`src/rtl/fan_tach_pkg.sv`:
```
package fan_tach_pkg;

    localparam int CNT_W = 8;
    localparam int SEL_W = 2;
    localparam int DIV_W = (1 << SEL_W) - 1;

    typedef logic [CNT_W-1:0] count_t;

    typedef struct packed {
        count_t cnt;
        count_t pre;
        count_t lat;
        logic   thr_prev;
        logic   stat;
    } chan_state_t;

endpackage

```
`src/rtl/tach_edge_detect.sv`:
```
module tach_edge_detect #(
    parameter int SYNC_STAGES = 2
) (
    input  logic clk_i,
    input  logic rst_ni,
    input  logic tach_i,
    output logic rise_o
);
    localparam int SR_W = SYNC_STAGES + 1;

    logic [SR_W-1:0] sr_d, sr_q;

    always_comb begin
        sr_d    = {sr_q[SR_W-2:0], tach_i};
        rise_o  = sr_q[SYNC_STAGES-1] & ~sr_q[SYNC_STAGES];
    end

    always_ff @(posedge clk_i or negedge rst_ni) begin
        if (!rst_ni) sr_q <= '0;
        else         sr_q <= sr_d;
    end

    AST_RISE_SINGLE: assert property (@(posedge clk_i) disable iff (!rst_ni)
        rise_o |=> !rise_o);

endmodule

```
`src/rtl/tick_divider.sv`:
```
module tick_divider
    import fan_tach_pkg::*;
#(
    parameter int SW = SEL_W,
    parameter int DW = (1 << SW) - 1
) (
    input  logic          clk_i,
    input  logic          rst_ni,
    input  logic          tick_i,
    input  logic [SW-1:0] sel_i,
    output logic          adv_o
);
    logic [DW-1:0] div_d, div_q;
    logic [DW-1:0] mask;

    always_comb begin
        for (int i = 0; i < DW; i++) begin
            mask[i] = (i < int'(sel_i));
        end
        div_d = div_q + DW'(tick_i);
        adv_o = tick_i & ((div_q & mask) == mask);
    end

    always_ff @(posedge clk_i or negedge rst_ni) begin
        if (!rst_ni) div_q <= '0;
        else         div_q <= div_d;
    end

    AST_ADV_ON_TICK: assert property (@(posedge clk_i) disable iff (!rst_ni)
        !tick_i |=> $stable(div_q));

endmodule

```
`src/rtl/period_channel.sv`:
```
module period_channel
    import fan_tach_pkg::*;
(
    input  logic   clk_i,
    input  logic   rst_ni,
    input  logic   rise_i,
    input  logic   adv_i,
    input  logic   wr_i,
    input  count_t wdata_i,
    input  logic   clr_i,
    input  logic   en_i,
    output count_t latch_o,
    output logic   over_o,
    output logic   stat_o,
    output logic   irq_o
);
    chan_state_t s_d, s_q;

    always_comb begin
        s_d          = s_q;
        over_o       = s_q.cnt[CNT_W-1] & s_q.cnt[CNT_W-2];
        s_d.thr_prev = over_o;
        s_d.stat     = (s_q.stat & ~clr_i) | (over_o & ~s_q.thr_prev);
        if (rise_i) begin
            s_d.lat = s_q.cnt;
        end
        if (wr_i) begin
            s_d.pre = wdata_i;
            s_d.cnt = wdata_i;
        end else if (rise_i) begin
            s_d.cnt = s_q.pre;
        end else if (adv_i && (s_q.cnt != '1)) begin
            s_d.cnt = s_q.cnt + 1'b1;
        end
        latch_o = s_q.lat;
        stat_o  = s_q.stat;
        irq_o   = s_q.stat & en_i;
    end

    always_ff @(posedge clk_i or negedge rst_ni) begin
        if (!rst_ni) s_q <= '0;
        else         s_q <= s_d;
    end

    AST_SAT_HOLD: assert property (@(posedge clk_i) disable iff (!rst_ni)
        (s_q.cnt == '1 && !wr_i && !rise_i) |=> (s_q.cnt == '1));
    AST_NO_WRAP: assert property (@(posedge clk_i) disable iff (!rst_ni)
        (s_q.cnt != '0 && !wr_i && !rise_i) |=> (s_q.cnt != '0));
    AST_EDGE_RELOAD: assert property (@(posedge clk_i) disable iff (!rst_ni)
        (rise_i && !wr_i) |=> (s_q.cnt == $past(s_q.pre)));
    AST_WRITE_LOAD: assert property (@(posedge clk_i) disable iff (!rst_ni)
        wr_i |=> (s_q.cnt == $past(wdata_i) && s_q.pre == $past(wdata_i)));
    AST_LATCH_TAKE: assert property (@(posedge clk_i) disable iff (!rst_ni)
        rise_i |=> (latch_o == $past(s_q.cnt)));
    AST_LATCH_HOLD: assert property (@(posedge clk_i) disable iff (!rst_ni)
        !rise_i |=> $stable(latch_o));
    AST_STAT_SET: assert property (@(posedge clk_i) disable iff (!rst_ni)
        $rose(over_o) |=> stat_o);
    AST_STAT_STICKY: assert property (@(posedge clk_i) disable iff (!rst_ni)
        (stat_o && !clr_i) |=> stat_o);

endmodule

```
`src/rtl/fan_tach_monitor.sv`:
```
module fan_tach_monitor
    import fan_tach_pkg::*;
#(
    parameter int NUM_FANS    = 2,
    parameter int SYNC_STAGES = 2
) (
    input  logic                      clk_i,
    input  logic                      rst_ni,
    input  logic                      tb_tick_i,
    input  logic [NUM_FANS-1:0]       tach_i,
    input  logic [NUM_FANS*SEL_W-1:0] presc_sel_i,
    input  logic [NUM_FANS-1:0]       irq_en_i,
    input  logic [NUM_FANS-1:0]       preload_wr_i,
    input  logic [CNT_W-1:0]          wdata_i,
    input  logic [NUM_FANS-1:0]       stat_clr_i,
    output logic [NUM_FANS*CNT_W-1:0] latch_o,
    output logic [NUM_FANS-1:0]       over_o,
    output logic [NUM_FANS-1:0]       stat_o,
    output logic                      irq_o
);
    logic [NUM_FANS-1:0] rise;
    logic [NUM_FANS-1:0] adv;
    logic [NUM_FANS-1:0] irq_ch;

    for (genvar f = 0; f < NUM_FANS; f++) begin : g_fan
        tach_edge_detect #(
            .SYNC_STAGES(SYNC_STAGES)
        ) u_edge (
            .clk_i (clk_i),
            .rst_ni(rst_ni),
            .tach_i(tach_i[f]),
            .rise_o(rise[f])
        );

        tick_divider u_div (
            .clk_i (clk_i),
            .rst_ni(rst_ni),
            .tick_i(tb_tick_i),
            .sel_i (presc_sel_i[f*SEL_W +: SEL_W]),
            .adv_o (adv[f])
        );

        period_channel u_chan (
            .clk_i  (clk_i),
            .rst_ni (rst_ni),
            .rise_i (rise[f]),
            .adv_i  (adv[f]),
            .wr_i   (preload_wr_i[f]),
            .wdata_i(wdata_i),
            .clr_i  (stat_clr_i[f]),
            .en_i   (irq_en_i[f]),
            .latch_o(latch_o[f*CNT_W +: CNT_W]),
            .over_o (over_o[f]),
            .stat_o (stat_o[f]),
            .irq_o  (irq_ch[f])
        );
    end

    assign irq_o = |irq_ch;

    AST_IRQ_NEEDS_STAT: assert property (@(posedge clk_i) disable iff (!rst_ni)
        irq_o |-> (|(stat_o & irq_en_i)));

endmodule

```
`config.mk`:
```
export PLATFORM = sky130hd
export DESIGN_NAME = fan_tach_monitor
export DESIGN_NICKNAME = d
export VERILOG_FILES = /design/src/rtl/fan_tach_pkg.sv /design/src/rtl/tach_edge_detect.sv /design/src/rtl/tick_divider.sv /design/src/rtl/period_channel.sv /design/src/rtl/fan_tach_monitor.sv
export SDC_FILE = /design/constraint.sdc
export NUM_CORES = 1
export LEC_CHECK = 0
export BUFFER_PORTS_ARGS = -buffer_cell sky130_fd_sc_hd__buf_2
export CAP_MARGIN = 20
export CORE_MARGIN = 5
export CORE_UTILIZATION = 50
export CTS_BUF_LIST = sky130_fd_sc_hd__clkbuf_8 sky130_fd_sc_hd__clkbuf_16
export DETAILED_ROUTE_END_ITERATION = 12
export MAX_ROUTING_LAYER = met4
export PLACE_DENSITY = 0.73
export SLEW_MARGIN = 0
export SYNTH_ARGS = -nofsm -noshare
export SYNTH_HDL_FRONTEND = slang
export SYNTH_SLANG_ARGS = --single-unit
```
`constraint.sdc`:
```
create_clock -name clk_i -period 1.93 [get_ports clk_i]
set_input_delay 0.386 -clock clk_i [delete_from_list [all_inputs] [get_ports clk_i]]
set_output_delay 0.386 -clock clk_i [all_outputs]
set_load 0.01 [all_outputs]
```
==> results of run 1 <==
-- flip-flops by register name (all words and copies together) (netlist names) --
name	count
g_fan.u_chan.s_q	34
g_fan.u_chan.stat_o	2
g_fan.u_div.div_q	6
g_fan.u_chan.latch_o	16
g_fan.u_edge.sr_q	6
-- area by class of cell --
class	instances	share of cell area
clock buffers	13	0.0483
flip-flops and latches	64	0.433
multi-input cells	212	0.355
repair buffers	63	0.102
inverters	20	0.0203
well taps	77	0.0260
clock inverters	2	0.0162
-- synthesized netlist by cell type (all sizes together), types with 3 or more instances --
library cell / instances / area share
o21ai: 21 / 0.033
nor3: 9 / 0.014
mux2: 13 / 0.046
nand4: 5 / 0.0098
nor2b: 3 / 0.0059
nand2b: 6 / 0.012
ha: 6 / 0.024
o31ai: 6 / 0.016
clkbuf: 8 / 0.0094
nand2: 66 / 0.078
dfrtp: 64 / 0.50
nand3: 8 / 0.013
a31oi: 3 / 0.011
o22ai: 3 / 0.0059
a21oi: 3 / 0.0047
xor2: 4 / 0.011
mux2i: 4 / 0.013
o31a: 3 / 0.0082
inv: 20 / 0.024
buf: 23 / 0.053
and3: 14 / 0.029
nor2: 7 / 0.0082
-- layer usage --
layer | track usage | part of all wire
met5 | - | 0
met4 | 0.0856 | 0.020
met3 | 0.0401 | 0.063
met2 | 0.260 | 0.44
met1 | 0.253 | 0.47
-- per-stage QoR --
step / util / hold slack (ns) / total power, uW / worst slack [ns] / cell area (um2)
2_1_floorplan: - / 0.0904 / 2430 / 0.0835 / 3190
3_3_place_gp: 0.552 / 0.332 / 2650 / 0.177 / 3460
3_5_place_dp: 0.552 / 0.335 / 2680 / 0.140 / 3460
4_1_cts: 0.590 / 0.0211 / 4050 / 0.122 / 3700
5_1_grt: 0.590 / 0.0500 / 4250 / 0.0264 / 3700
6_report: 0.590 / 0.00710 / 4030 / 0.117 / 3700
-- cell families after synthesis --
group           count (synthesis)  synth area share
simple gates                  129             0.196
flops                          64             0.502
compound gates                 56             0.122
buf+inv                        51            0.0859
mux                            17            0.0585
fa+ha+maj                       6            0.0235
xor+xnor                        4            0.0110
-- critical path, stage by stage, from the launching register on --
cell                      delay, ns
sky130_fd_sc_hd__dfrtp_1       0.35
sky130_fd_sc_hd__ha_1          0.18
sky130_fd_sc_hd__inv_1         0.06
sky130_fd_sc_hd__or3_4         0.42
sky130_fd_sc_hd__a31oi_4       0.31
sky130_fd_sc_hd__mux2_2        0.37
-- final timing paths --
check / to
setup / recovery: g_fan[0].u_chan.s_q[20]
hold / removal: g_fan[0].u_chan.latch_o[4]
setup reg to reg: g_fan[0].u_chan.s_q[20]
min in group clk_i: g_fan[0].u_edge.sr_q[0]
hold reg to reg: g_fan[0].u_edge.sr_q[1]
max in group asynchronous: g_fan[1].u_chan.latch_o[7]
-- power groups by stage --
stage / logic [uW] / clock network (uW) / registers (uW)
2_1_floorplan: 651 / 0 / 1780
3_3_place_gp: 838 / 0 / 1810
3_5_place_dp: 858 / 0 / 1820
4_1_cts: 870 / 1380 / 1800
5_1_grt: 984 / 1420 / 1840
6_report: 859 / 1370 / 1800
==> results by stage, run 1 <==
Outcome:
- The flow ran to the end, and the final reports show no timing, DRC or antenna violations.

CTS:
- In this run the deepest clock path goes through 2 buffers.
- TritonCTS built the clock tree.
- The number of sinks driven by the clock tree is 64.
- The number of resized instances in the post-cts repair step is 0.
- After clock tree synthesis, the clock-pin slew on the worst setup and hold paths is 0.07 ns.
- The post-CTS setup-driven buffer insertion count is 0.
- In this run the clock root is driven by a sky130_fd_sc_hd__clkbuf_8.
- In this run, CTS created clock tree buffers numbering 9.
- The maximum level of the CTS H-tree is 3.
- The clock latency on the worst-skew pair is 0.34 ns.
- The count of hold-fix buffers inserted at cts is 0.

Yosys:
- Counting flops with an async set or reset pin after synthesis yields a share of 1.00.
- The post-synthesis average cell area is 9.75 um2.
- The top flip-flop cell by instance count after synthesis is sky130_fd_sc_hd__dfrtp_1.
- The post-synthesis cell area is 0.00319 mm2.
- The number of flops mapped to enable cells by yosys is 0.
- The proportion of synthesized chip area in sequential cells is 0.502.
- The number of nets in the synthesized netlist is 356.
- The cell count after synthesis came out at 327.
- The number of distinct library cells after synthesis is 49.
- The yosys synthesis warning count is 0.
- The register bit count reported by yosys is 64.

Worst hold path:
- The path class of the lowest-slack min-delay path is in -> async.

Timing:
- The transition at the pin with the smallest max-transition slack is 0.611 ns.
- The final critical path time including I/O delays and setup is 1.81 ns.
- The worst-case headroom to the max-slew limit is 0.592.
- The share of the clock period used by the worst path after layout is 0.939.
- Derived from the worst setup path, the maximum achievable clock frequency is 552 MHz.
- The final setup violation count is 0.
- In the final timing run, aggregate negative setup slack is 0 ns.
- The count of endpoints failing hold in the final timing report is 0.
- The number of max-slew violations in the final report came to 0.
- Across the routed clock network, the largest skew measured is 0.00593 ns.
- Setup repair after global routing left no endpoint under its margin.

Global route:
- The first global-routing pass estimated 11900 um of wire.
- The overall global routing resource usage is 0.184.
- Entering global routing, the biggest net connects 34 pins.
- The initial antenna violation count is 0.
- The number of global-route vias before repair is 2430.
- The total overflow left after global routing is 0.

Detailed routing:
- In this run the remaining antenna-violating nets after routing total 0.
- The initial detailed-routing violation count is 159.
- Summing over every cut layer, the via total after detailed routing is 2505.
- In the routed layout, each cell is associated on average with a via count of 5.55.
- The wire length per cell is 15.0 um.
- After detailed routing, the number of remaining DRC violations is 0.
- Wires add up to 6780 um.
- The total iterations of the first detailed-routing run is 4.

Setup path:
- The data required time at the worst endpoint is 2.15 ns.
- The worst setup slack for register-to-register paths is 0.12 ns.
- In this run the worst setup path begins at g_fan[0].u_chan.s_q[18].
- The startpoint type of the worst setup path is a register.
- The maximum fanout along the worst path is 6.
- The number of cells on the worst reg-to-reg path is 5.
- The classification of the worst setup path is reg -> reg.
- The launch point of the worst reg-to-reg path is g_fan[0].u_chan.s_q[18].
- For the worst setup path, the data arrival time is 2.04 ns.
- The capturing element type of the critical path is a register.

Layout:
- The layout has 556 filler cells.
- The area occupied by multi-input gates is 0.00131 mm2.
- The fraction of layout instances using a drive strength above 1 is 0.267.
- The count of cells in the finished layout, fillers not included, comes to 451.
- Compared with the post-synthesis result, the final layout area differs by 16.1%.
- The number of diodes added for antenna fixing is 0.
- The number of nets at the end of the flow is 399.
- The leading cell type in the layout, fill and taps excluded is sky130_fd_sc_hd__nand2_1.
- The top cell types in the final layout, fill and taps aside, are sky130_fd_sc_hd__nand2_1 (66), sky130_fd_sc_hd__dfrtp_1 (64), sky130_fd_sc_hd__buf_2 (43).
- The register area is 0.00160 mm2.

Power:
- The analysis attributes to cell leakage a power of 0.00187 uW.
- The share of total power dissipated in the clock network is 0.339.
- Of the total power, registers draw 0.447.
- The peak ir drop on the vdd network is 582 uV.
- Power spread over the standard cell area amounts to 1090 mW/mm2.
- The part of the power in combinational logic is 0.213.
- The internal portion of the total power is 2860 uW.
- Of the total power, the share spent switching nets is 0.289.
- The switching power of the nets is 1160 uW.

Floorplanning:
- The x dimension of the die is 89.9 um.
- The die covers 0.00807 mm2.
- Pin placement for this block handled 44 I/O pins.
- The die is 89.9 um tall.
- Row generation in the floorplan step produced 29 rows.
- After floorplanning, the core was sized to cover 0.00628 mm2.
- For this configuration, the core starts out at a cell density of 0.508.

Placed design:
- The final weighted congestion of routability-driven global placement is 0.923.
- Detailed placement ended at an HPWL of 4820 um.
- The count of input and output buffers is 43.
- Counting tap cells, the placed design contains a total of 436 instances.

Job:
- Max-cap violations in this run came to 0.
(Power assumes the default switching activity.)
==> run 2: changes to the inputs <==
--- a/config.mk
+++ b/config.mk
@@ -12,7 +12,7 @@
 export CTS_BUF_LIST = sky130_fd_sc_hd__clkbuf_8 sky130_fd_sc_hd__clkbuf_16
 export DETAILED_ROUTE_END_ITERATION = 12
 export MAX_ROUTING_LAYER = met4
-export PLACE_DENSITY = 0.73
+export PLACE_DENSITY = 0.7
 export SLEW_MARGIN = 0
 export SYNTH_ARGS = -nofsm -noshare
 export SYNTH_HDL_FRONTEND = slang
==> constraint.sdc (replaced) <==
create_clock -name clk_i -period 2.1 [get_ports clk_i]
set_input_delay 0.42 -clock clk_i [delete_from_list [all_inputs] [get_ports clk_i]]
set_output_delay 0.42 -clock clk_i [all_outputs]
set_load 0.01 [all_outputs]
==> results by stage, run 2 (synthesis gave the netlist of run 1 again) <==
Outcome:
- The run finished with clean final reports.

Detailed routing:
- The initial detailed-routing violation count is 109 (-31%).
- The number of vias in the routed layout came to 2440 (-2.6%).
- The post-detailed-route DRC marker count is 0 (unchanged).
- The total iterations of the first detailed-routing run is 4 (unchanged).
- The post-route antenna net violation count is 0 (unchanged).
- The via density per instance is 5.50 (-1.1%).
- The wire length per cell is 15.2 um (+1.1%).
- The wire length reported by the detailed router came to 6750 um (-0.46%).

Setup path:
- The data required time at the worst endpoint was 2.32 ns (+0.17 ns).
- The largest stage delay on the critical path came to 0.44 ns (+0.02 ns).
- The classification of the worst setup path is reg -> reg.
- The critical path goes through ha_2 > inv_1 > or3_4 > a31oi_4 > mux2_2.
- The gate family responsible for the most delay along the worst path is flip-flops.
- The number of buffer and inverter stages on the critical path is 1 (unchanged).
- The maximum fanout along the worst path is 6 (unchanged).
- The worst setup slack for register-to-register paths is 0.09 ns (-0.02 ns).
- The startpoint type of the worst setup path is a register.
- On the critical path, the stage with the largest delay is an instance of sky130_fd_sc_hd__dfrtp_1.
- The data arrival time of the worst path is 2.23 ns (+0.19 ns).
- The capturing element type of the critical path is a register.

Timing:
- The worst-case headroom to the max-slew limit is 0.595 (+0.00272).
- The fmax is 498 MHz (-9.6%).
- The aggregate negative setup slack is 0 ns (unchanged).
- Setup repair after global routing left no endpoint under its margin.
- The final setup violation count is 0 (unchanged).
- The transition at the pin with the smallest max-transition slack is 0.606 ns (-0.00407 ns).
- The count of endpoints failing hold in the final timing report was 0 (unchanged).
- The number of max-slew violations in the final report is 0 (unchanged).
- The final critical path time including I/O delays and setup is 2.01 ns (+0.194 ns).
- The share of the clock period used by the worst path after layout is 0.956 (+0.0161).
- The final setup skew is 0.00551 ns (-0.000420 ns).

Placed design:
- The final weighted congestion of routability-driven global placement came to 0.866 (-6.2%).
- The cell area after placement came to 0.00341 mm2 (-1.5%).
- The detailed-placement wirelength estimate is 4900 um (+1.7%).
- The count of input and output buffers came to 43 (unchanged).
- The total placed cells including tap cells was 429 (-1.6%).

Layout:
- Ranked by flip-flop count, first place goes to g_fan.u_chan.s_q.
- The number of diodes added for antenna fixing is 0 (unchanged).
- The number of flip-flops in the largest register is 34 (unchanged).
- The fraction of layout instances using a drive strength above 1 is 0.259 (-0.00852).
- The layout-stage area growth over the synthesis result is 12.5%.
- Leaving out fill and tap cells, the most frequent cell in the layout is sky130_fd_sc_hd__nand2_1.
- The final cell count without fillers is 444 (-1.6%).
- The final core utilization is 0.571 (-0.0185).
- The library cells used most frequently in the layout, excluding fill and tap cells, are sky130_fd_sc_hd__nand2_1 (66), sky130_fd_sc_hd__dfrtp_1 (63), sky130_fd_sc_hd__buf_2 (43).
- The final instance area is 0.00359 mm2 (-3.1%).
- The number of nets at the end of the flow is 392 (-1.8%).
- The number of filler instances in the final layout is 560 (+0.72%).

Global route:
- The number of global-route vias before repair is 2411 (-0.78%).
- The overall global routing resource usage is 0.180 (-0.00381).
- The initial antenna violation count was 0 (unchanged).
- The final global-route overflow total is 0 (unchanged).
- The global-route wire length before repair is 11600 um (-2.0%).
- The largest net degree at the start of global routing is 26 (-24%).

CTS:
- The clock latency on the worst-skew pair is 0.34 ns (about the same).
- In this run the clock root is driven by a sky130_fd_sc_hd__clkbuf_8.
- The CTS tree is yes.
- The post-CTS setup-driven buffer insertion count is 0 (unchanged).
- The TritonCTS buffer count is 9 (unchanged).
- The number of sinks driven by the clock tree was 64 (unchanged).
- The maximum level of the CTS H-tree was 3 (unchanged).
- The count of hold-fix buffers inserted at cts is 0 (unchanged).
- The clock-pin slew of the registers on the worst-case setup and hold paths is 0.07 ns (about the same).
- The maximum buffer depth of the clock tree is 2 (unchanged).

Floorplanning:
- The number of placed I/O pins is 44 (unchanged).
- The initial core utilization came to 0.508 (unchanged).
- The core footprint is 0.00628 mm2 (unchanged).
- The number of placement rows is 29 (unchanged).
- The full die area is 0.00807 mm2 (unchanged).
- The x dimension of the die came to 89.9 um (unchanged).
- The chip height is 89.9 um (unchanged).

Power:
- The peak ir drop on the vdd network came to 494 uV (-15%).
- The power per unit of standard cell area was 933 mW/mm2 (-14%).
- The leakage power is 0.00181 uW (-3.3%).
- The total power draw came to 3350 uW (-17%).

Worst hold path:
- The worst hold path belongs to the class in -> async.

Job:
- The max capacitance violation total is 0 (unchanged).
-- run 2: changes by cell type in the layout (fill, tap and decap cells not counted) --
cell / delta
sky130_fd_sc_hd__clkbuf_8: -2
sky130_fd_sc_hd__ha_2: +1
sky130_fd_sc_hd__buf_4: -7
sky130_fd_sc_hd__clkinv_2: +4
sky130_fd_sc_hd__ha_1: -1
sky130_fd_sc_hd__bufinv_16: -2
sky130_fd_sc_hd__dfrtp_1: -1
sky130_fd_sc_hd__dfrtp_2: +1
-- run 2: final timing paths --
| kind | from | depth (start not counted) | to |
|---|---|---|---|
| worst max register to register | g_fan[0].u_chan.s_q[19] | 5 | g_fan[0].u_chan.s_q[24] |
| worst max-delay path | g_fan[0].u_chan.s_q[19] | 5 | g_fan[0].u_chan.s_q[24] |
| max in group asynchronous | rst_ni | 2 | g_fan[0].u_chan.latch_o[5] |
| worst min register to register | g_fan[0].u_edge.sr_q[0] | 0 | g_fan[0].u_edge.sr_q[1] |
| worst min-delay path | rst_ni | 1 | g_fan[0].u_chan.s_q[11] |
| min in group clk_i | tach_i[1] | 1 | g_fan[1].u_edge.sr_q[0] |
-- run 2: where the power goes --
group	total (uW)	leakage, uW	switching [uW]	internal, uW
combinational	750	0.000933	403	348
sequential	1670	0.000784	201	1470
clock	922	0.0000947	445	477
total	3350	0.00181	1050	2300
-- run 2: layer usage --
metal | GRT usage | vias to the layer above | wire length, um
li1 | - | 1187 | -
met1 | 0.256 | 1164 | 3290
met2 | 0.247 | 74 | 2940
met3 | 0.0426 | 15 | 387
met4 | 0.0782 | 0 | 125
met5 | - | - | 0
-- run 2: final cells by class --
class / count / area (um2) / share of cell area
clock buffers: 11 / 151 / 0.0422
clock inverters: 4 / 20.0 / 0.00558
inverters: 20 / 75.1 / 0.0209
multi-input cells: 212 / 1320 / 0.367
flip-flops and latches: 64 / 1600 / 0.447
well taps: 77 / 96.3 / 0.0269
repair buffers: 56 / 325 / 0.0907
-- run 2: worst reg2reg max path, cell delays in order, from the launching register on --
cell	delay [ns]
sky130_fd_sc_hd__dfrtp_1	0.44
sky130_fd_sc_hd__ha_2	0.27
sky130_fd_sc_hd__inv_1	0.07
sky130_fd_sc_hd__or3_4	0.42
sky130_fd_sc_hd__a31oi_4	0.31
sky130_fd_sc_hd__mux2_2	0.38
-- run 2: per-stage QoR --
stage,setup slack (ns),hold slack [ns]
2_1_floorplan,0.254,0.124
3_3_place_gp,0.146,0.332
3_5_place_dp,0.0529,0.336
4_1_cts,0.0515,0.0600
5_1_grt,0.0240,0.0873
6_report,0.0932,0.0589
-- run 2: timing repair --
action,CTS,global route
gates resized for setup,0,2
endpoints found under the setup margin,0,5
hold endpoints to repair,0,0
